[config.mk]
export PLATFORM = sky130hd
export DESIGN_NAME = raw_sector_writer
export DESIGN_NICKNAME = d
export VERILOG_FILES = /design/src/rtl/tracer_pkg.sv /design/src/rtl/lba_fields.sv /design/src/rtl/sig_rom.sv /design/src/rtl/raw_sector_writer.sv
export SDC_FILE = /design/constraint.sdc
export NUM_CORES = 1
export LEC_CHECK = 0
export ABC_AREA = 0
export CAP_MARGIN = 25
export CELL_PAD_IN_SITES_DETAIL_PLACEMENT = 0
export CELL_PAD_IN_SITES_GLOBAL_PLACEMENT = 1
export CORE_UTILIZATION = 25
export CTS_CLUSTER_SIZE = 28
export DETAILED_ROUTE_END_ITERATION = 6
export PLACE_DENSITY_LB_ADDON = 0.1
export SLEW_MARGIN = 20
export SYNTH_ARGS = -nofsm -noshare
export SYNTH_HDL_FRONTEND = slang
export SYNTH_SLANG_ARGS = --single-unit
[constraint.sdc]
create_clock -name clk -period 5.6 [get_ports clk]
set_input_delay 1.12 -clock clk [delete_from_list [all_inputs] [get_ports clk]]
set_output_delay 1.12 -clock clk [all_outputs]
set_load 0.05 [all_outputs]
[src/rtl/tracer_pkg.sv]
package tracer_pkg;

   localparam logic [2:0] TF_DATA   = 3'd0;
   localparam logic [2:0] TF_COUNT  = 3'd2;
   localparam logic [2:0] TF_LBA_LO = 3'd3;
   localparam logic [2:0] TF_LBA_MD = 3'd4;
   localparam logic [2:0] TF_LBA_HI = 3'd5;
   localparam logic [2:0] TF_DEVICE = 3'd6;
   localparam logic [2:0] TF_CMDSTS = 3'd7;

   localparam logic [7:0] CMD_WRITE_ONE = 8'h30;

   localparam int ST_BSY  = 7;
   localparam int ST_DRDY = 6;
   localparam int ST_DRQ  = 3;
   localparam int ST_ERR  = 0;

   typedef enum logic [2:0] {
      PH_INIT,
      PH_READY,
      PH_ARM,
      PH_PARAM,
      PH_POLL,
      PH_WAIT,
      PH_DATA,
      PH_FAULT
   } phase_t;

endpackage

[src/rtl/lba_fields.sv]
module lba_fields
   import tracer_pkg::*;
#(
   parameter int LBA_W = 28
) (
   input  logic [2:0]       step_i,
   input  logic [LBA_W-1:0] lba_i,
   output logic [2:0]       addr_o,
   output logic [15:0]      data_o
);

   logic [27:0] lba28;

   generate
      if (LBA_W > 28 || LBA_W < 8) begin : g_bad_width
         $error("lba_fields: LBA_W must lie in 8..28");
      end
      if (LBA_W == 28) begin : g_full
         assign lba28 = lba_i;
      end else begin : g_ext
         assign lba28 = {{(28-LBA_W){1'b0}}, lba_i};
      end
   endgenerate

   always_comb begin
      addr_o = TF_CMDSTS;
      data_o = '0;
      case (step_i)
         3'd0: begin addr_o = TF_DEVICE; data_o = {8'h00, 4'hE, lba28[27:24]}; end
         3'd1: begin addr_o = TF_LBA_HI; data_o = {8'h00, lba28[23:16]}; end
         3'd2: begin addr_o = TF_LBA_MD; data_o = {8'h00, lba28[15:8]}; end
         3'd3: begin addr_o = TF_LBA_LO; data_o = {8'h00, lba28[7:0]}; end
         3'd4: begin addr_o = TF_COUNT;  data_o = 16'h0001; end
         default: begin addr_o = TF_CMDSTS; data_o = {8'h00, CMD_WRITE_ONE}; end
      endcase
   end

endmodule

[src/rtl/sig_rom.sv]
module sig_rom #(
   parameter int          SIG_WORDS = 4,
   parameter logic [15:0] SIG_BASE  = 16'h5A3C,
   parameter int          IDX_W     = 8
) (
   input  logic [IDX_W-1:0] idx_i,
   output logic [15:0]      word_o
);

   logic [15:0] tbl [SIG_WORDS];

   generate
      if (SIG_WORDS < 1 || SIG_WORDS > (1 << IDX_W)) begin : g_bad_len
         $error("sig_rom: SIG_WORDS out of range");
      end
      for (genvar i = 0; i < SIG_WORDS; i++) begin : g_word
         localparam logic [7:0] IB = 8'(i);
         assign tbl[i] = SIG_BASE ^ {IB, IB};
      end
   endgenerate

   always_comb begin
      word_o = '0;
      for (int k = 0; k < SIG_WORDS; k++) begin
         if (idx_i == IDX_W'(k)) word_o = tbl[k];
      end
   end

endmodule

[src/rtl/raw_sector_writer.sv]
module raw_sector_writer
   import tracer_pkg::*;
#(
   parameter int          LBA_W        = 28,
   parameter int          LBA_BASE     = 0,
   parameter int          SECTOR_WORDS = 256,
   parameter int          SIG_WORDS    = 4,
   parameter logic [15:0] SIG_BASE     = 16'h5A3C
) (
   input  logic        clk,
   input  logic        rst_n,
   input  logic        start_i,
   input  logic        stop_i,
   output logic        busy_o,
   output logic        err_o,
   input  logic        fifo_empty_i,
   input  logic [15:0] fifo_word_i,
   output logic        fifo_pop_o,
   output logic        reg_req_o,
   output logic        reg_wr_o,
   output logic [2:0]  reg_addr_o,
   output logic [15:0] reg_wdata_o,
   input  logic        reg_ack_i,
   input  logic [7:0]  reg_rdata_i
);

   localparam int             CW   = $clog2(SECTOR_WORDS);
   localparam logic [CW-1:0]  LAST = CW'(SECTOR_WORDS - 1);

   generate
      if (SECTOR_WORDS != (1 << CW)) begin : g_bad_sector
         $error("raw_sector_writer: SECTOR_WORDS must be a power of two");
      end
   endgenerate

   phase_t           phase;
   logic [2:0]       step;
   logic [1:0]       polls;
   logic [CW-1:0]    wcnt;
   logic             sig_sec;
   logic             stop_req;
   logic [15:0]      wbuf;
   logic [LBA_W-1:0] lba;

   logic [2:0]  f_addr;
   logic [15:0] f_data;
   logic [15:0] rom_word;
   logic        unused_status;

   assign unused_status = ^{reg_rdata_i[5:4], reg_rdata_i[2:1]};

   lba_fields #(.LBA_W(LBA_W)) u_fields (
      .step_i (step),
      .lba_i  (lba),
      .addr_o (f_addr),
      .data_o (f_data)
   );

   sig_rom #(.SIG_WORDS(SIG_WORDS), .SIG_BASE(SIG_BASE), .IDX_W(CW)) u_rom (
      .idx_i  (wcnt),
      .word_o (rom_word)
   );

   logic active;
   assign active = (phase != PH_READY) && (phase != PH_FAULT) && (phase != PH_INIT);

   assign busy_o     = (phase != PH_READY) && (phase != PH_FAULT);
   assign err_o      = (phase == PH_FAULT);
   assign fifo_pop_o = (phase == PH_WAIT) && !sig_sec && !stop_req && !fifo_empty_i;

   always_comb begin
      reg_req_o   = 1'b0;
      reg_wr_o    = 1'b0;
      reg_addr_o  = TF_CMDSTS;
      reg_wdata_o = '0;
      case (phase)
         PH_INIT, PH_POLL: reg_req_o = 1'b1;
         PH_PARAM: begin
            reg_req_o   = 1'b1;
            reg_wr_o    = 1'b1;
            reg_addr_o  = f_addr;
            reg_wdata_o = f_data;
         end
         PH_DATA: begin
            reg_req_o   = 1'b1;
            reg_wr_o    = 1'b1;
            reg_addr_o  = TF_DATA;
            reg_wdata_o = wbuf;
         end
         default: ;
      endcase
   end

   always_ff @(posedge clk or negedge rst_n) begin
      if (!rst_n) begin
         phase    <= PH_INIT;
         step     <= '0;
         polls    <= '0;
         wcnt     <= '0;
         sig_sec  <= 1'b0;
         stop_req <= 1'b0;
         wbuf     <= '0;
         lba      <= LBA_W'(LBA_BASE);
      end else begin
         if (active && stop_i) stop_req <= 1'b1;
         case (phase)
            PH_INIT: begin
               if (reg_ack_i && !reg_rdata_i[ST_BSY] && reg_rdata_i[ST_DRDY])
                  phase <= PH_READY;
            end
            PH_READY: begin
               if (start_i) begin
                  stop_req <= 1'b0;
                  phase    <= PH_ARM;
               end
            end
            PH_ARM: begin
               step <= '0;
               if (stop_req) begin
                  sig_sec  <= 1'b1;
                  stop_req <= 1'b0;
                  phase    <= PH_PARAM;
               end else if (!fifo_empty_i) begin
                  sig_sec <= 1'b0;
                  phase   <= PH_PARAM;
               end
            end
            PH_PARAM: begin
               if (reg_ack_i) begin
                  if (step == 3'd5) begin
                     polls <= '0;
                     phase <= PH_POLL;
                  end else begin
                     step <= step + 3'd1;
                  end
               end
            end
            PH_POLL: begin
               if (reg_ack_i) begin
                  if (polls != 2'd3) polls <= polls + 2'd1;
                  if (!reg_rdata_i[ST_BSY] && reg_rdata_i[ST_ERR]) begin
                     phase <= PH_FAULT;
                  end else if (polls != 2'd0 && !reg_rdata_i[ST_BSY] && reg_rdata_i[ST_DRQ]) begin
                     wcnt  <= '0;
                     phase <= PH_WAIT;
                  end
               end
            end
            PH_WAIT: begin
               if (sig_sec) begin
                  wbuf  <= rom_word;
                  phase <= PH_DATA;
               end else if (stop_req) begin
                  wbuf  <= '0;
                  phase <= PH_DATA;
               end else if (!fifo_empty_i) begin
                  wbuf  <= fifo_word_i;
                  phase <= PH_DATA;
               end
            end
            PH_DATA: begin
               if (reg_ack_i) begin
                  if (wcnt == LAST) begin
                     lba   <= lba + LBA_W'(1);
                     phase <= sig_sec ? PH_READY : PH_ARM;
                  end else begin
                     wcnt  <= wcnt + CW'(1);
                     phase <= PH_WAIT;
                  end
               end
            end
            default: phase <= PH_FAULT;
         endcase
      end
   end

   assert_pop_needs_word_R5: assert property (@(posedge clk) disable iff (!rst_n)
      fifo_pop_o |-> !fifo_empty_i);

   assert_req_held_R10: assert property (@(posedge clk) disable iff (!rst_n)
      (reg_req_o && !reg_ack_i) |=> (reg_req_o && $stable(reg_addr_o)
                                     && $stable(reg_wr_o) && $stable(reg_wdata_o)));

   assert_fault_sticky_R9: assert property (@(posedge clk) disable iff (!rst_n)
      err_o |=> (err_o && !reg_req_o && !busy_o));

   assert_lba_step_R3: assert property (@(posedge clk) disable iff (!rst_n)
      (phase == PH_DATA && reg_ack_i && wcnt == LAST) |=> (lba == $past(lba) + LBA_W'(1)));

   assert_two_polls_R4: assert property (@(posedge clk) disable iff (!rst_n)
      (phase == PH_WAIT) |-> (polls >= 2'd2));

   assert_init_reads_only_R1: assert property (@(posedge clk) disable iff (!rst_n)
      (phase == PH_INIT) |-> (!reg_wr_o && busy_o));

endmodule

==> results.py <==
metrics = {
    "outcome": {
        "status": "completed",
    },
    "worst_setup_path": {
        "slowest_stage": "clkdlybuf4s50_1",
        "crit_chain": "inv_1 > ha_1 > nor3_1 > nor2_1 > a22o_1 > clkdlybuf4s50_1",
        "worstSetupPathType": "flop to output pin",
        "arrival_ps": 3220,
        "crit_path_start_kind": "flop",
        "ff2ff_path_depth": 5,
        "cp_max_fo": 13,
        "crit_cells": 6,
        "end_kind": "output pin",
        "path_delay_family": "buffers and inverters",
        "max_stage_delay_ps": 810,
        "path_buf_inv": 2,
        "worstPathRequired_ps": 4480,
        "reg2reg_slack_ps": 3040,
    },
    "finish": {
        "area_growth_syn_to_layout_pct": 27.2,
        "post-route-util_pct": 32.7,
        "nNetsFinal": 482,
        "design_area_mm2": 0.00456,
        "fillers": 1492,
        "insertedDiodeCount": 0,
        "layout-drive-gt1-share_pct": 6.76,
    },
    "yosys": {
        "ys_ff_latch": 62,
        "syn-mean-instance-area_um2": 9.09,
        "synthesis.instances": 394,
        "synth_edf_count": 0,
        "ys_dominant_reg_cell": "dfrtp_1",
        "ys_seq_area_share_pct": 43.3,
        "async_reset_ff_share_pct": 100,
        "syn_nets": 436,
        "yosys_warnings": 0,
        "ys_types": 51,
        "syn_area_mm2": 0.00358,
    },
    "die": {
        "die_w_um": 122,
        "num_rows": 43,
        "start_util_pct": 25.7,
        "fp.dieH_um": 122,
        "die_area_mm2": 0.0148,
        "io_pins": 54,
        "core_area_mm2": 0.0139,
    },
    "clock_tree": {
        "path_clk_slew_ps": 50,
        "cts.htree.levels": 3,
        "clock_latency_ps": 330,
        "postCtsHoldBufs": 0,
        "postCtsResizedCells": 0,
        "root_buffer": "clkbuf_16",
        "post_cts_buffers": 0,
        "cts_made_buffers": 9,
        "cts_tree": "built",
        "cts.path.max_buffers": 2,
        "clock-sinks": 62,
    },
    "global_route": {
        "grt_first_pass_wirelength_um": 16600,
        "grt_max_degree": 63,
        "antenna_found_initial": 0,
        "gr-usage-all-layers_pct": 14.8,
        "grt_pass1_vias": 3102,
        "gr-total-overflow": 0,
    },
    "timing": {
        "min_period_over_period_pct": 77.5,
        "rsz0062_at_grt": "false",
        "post-route-min-period_ps": 4340,
        "relSlewSlack_pct": 39.9,
        "slew_viol_final": 0,
        "fin_tns_setup_ps": 0,
        "setup-violations-final": 0,
        "fin_worst_skew_ps": 9.81,
        "fmax_mhz": 230,
        "worstMarginPinSlew_ps": 898,
        "hold_viol_final": 0,
    },
    "power_and_ir_drop": {
        "p_per_area_mw_per_mm2": 438,
        "static-leakage-power_nw": 1.95,
        "ir_drop_mv": 0.233,
        "p_total_mw": 1.99,
    },
    "placed_design": {
        "place.gp.congestion": 0.742,
        "placedInstanceArea_mm2": 0.00425,
        "port_buffers": 49,
        "dp_hpwl_um": 7280,
    },
    "route": {
        "dr.pass1.iters": 4,
        "drc": 0,
        "vias": 3042,
        "routed_wl_um": 10000,
        "drt_iter0_drc": 101,
        "via_per_inst": 4.88,
        "wl_per_cell_um": 16.1,
        "antenna_left": 0,
    },
    "worst_hold_path": {
        "min_path_cells": 1,
        "hold_path.class": "flop to flop",
    },
    "run": {
        "cap_violations": 0,
    },
}
[worst reg2reg max path, cell delays in order (launching register included)]
cell and delay, ps:
dfrtp_1 720, nand3b_1 260, a21oi_1 730, o21ai_1 410, a21oi_1 260, nor2_1 60
[registers in the layout (all words and copies together) (netlist names)]
signal / count
wcnt: 8
stop_req: 1
wbuf: 16
sig_sec: 1
step: 3
phase: 3
lba: 28
polls: 2
[cell families after synthesis]
group	synth area share [%]
xor+xnor	7.34
mux	1.26
fa+ha+maj	4.19
compound gates	16.4
buf+inv	3.46
simple gates	24.0
flops	43.3
[worst paths after layout]
check,start,end
worst max-delay path,step[2],reg_wdata_o[6]
worst min-delay path,lba[27],lba[27]
worst max register to register,phase[0],wbuf[3]
worst min register to register,lba[27],lba[27]
max in group asynchronous,rst_n,wcnt[3]
min in group asynchronous,rst_n,lba[22]
[layout make-up]
cell class              count  area (µm²)  area share (%)
clock inverters             3        42.5           0.934
clock buffers              12         267            5.85
repair buffers             52         508            11.2
flip-flops and latches     62        1550            34.1
multi-input cells         300        1910            41.8
inverters                  15        56.3            1.24
well taps                 180         225            4.94
[Yosys cell counts (all sizes together) (2+ instances only)]
cell	number	area share (%)
a21oi	18	2.5
a221oi	3	0.73
a222oi	3	0.84
a22o	14	3.4
a31oi	2	0.35
a32o	2	0.56
a32oi	2	0.49
and2	12	2.1
and3	12	2.1
buf	3	0.38
clkbuf	14	1.5
dfrtp	62	43
ha	12	4.2
inv	15	1.6
mux2	4	1.3
nand2	41	4.3
nand3	14	2.0
nand3b	3	0.63
nand4	6	1.0
nor2	41	4.3
nor2b	7	1.2
nor3	10	1.7
nor3b	2	0.42
nor4	6	1.4
nor4b	2	0.49
o21ai	33	4.6
o21bai	2	0.42
o22ai	2	0.35
o31ai	2	0.42
or4	2	0.52
xnor2	19	4.6
xor2	11	2.7
[power by group]
group	leakage (nW)	internal, mW	switching (mW)
clock network	0.151	0.377	0.197
registers	0.799	0.525	0.0985
logic	1.00	0.296	0.500
[layout by cell type, fill, tap and decap left out, types with 3 or more instances in the layout]
cell             count
dfrtp_1             62
clkdlybuf4s50_1     48
nand2_1             41
nor2_1              41
o21ai_0             32
xnor2_1             19
a21oi_1             18
inv_1               15
nand3_1             14
a22o_1              14
and3_1              12
and2_1              12
ha_1                12
xor2_1              11
clkbuf_16            9
nor3_1               8
nor2b_1              7
nand4_1              6
nor4_1               4
mux2_2               4
nand3b_1             3
a221oi_1             3
a222oi_1             3
clkbuf_8             3
buf_4                3
[per-stage QoR]
step,setup WS (ps),instances,hold WS [ps]
floorplan,1510,394,441
finish,1260,624,480
detailed placement,1610,609,469
CTS,1250,624,479
global placement,1610,609,459
global route,1110,624,506
[metal layers]
metal,vias up,GRT usage (%),part of all wire (%)
met1,1491,18.8,46
met4,0,4.01,0.90
met3,7,4.45,4.3
met2,52,24.3,48
met5,-,0,0
li1,1492,-,-
Power figures use the tool's default switching activity.
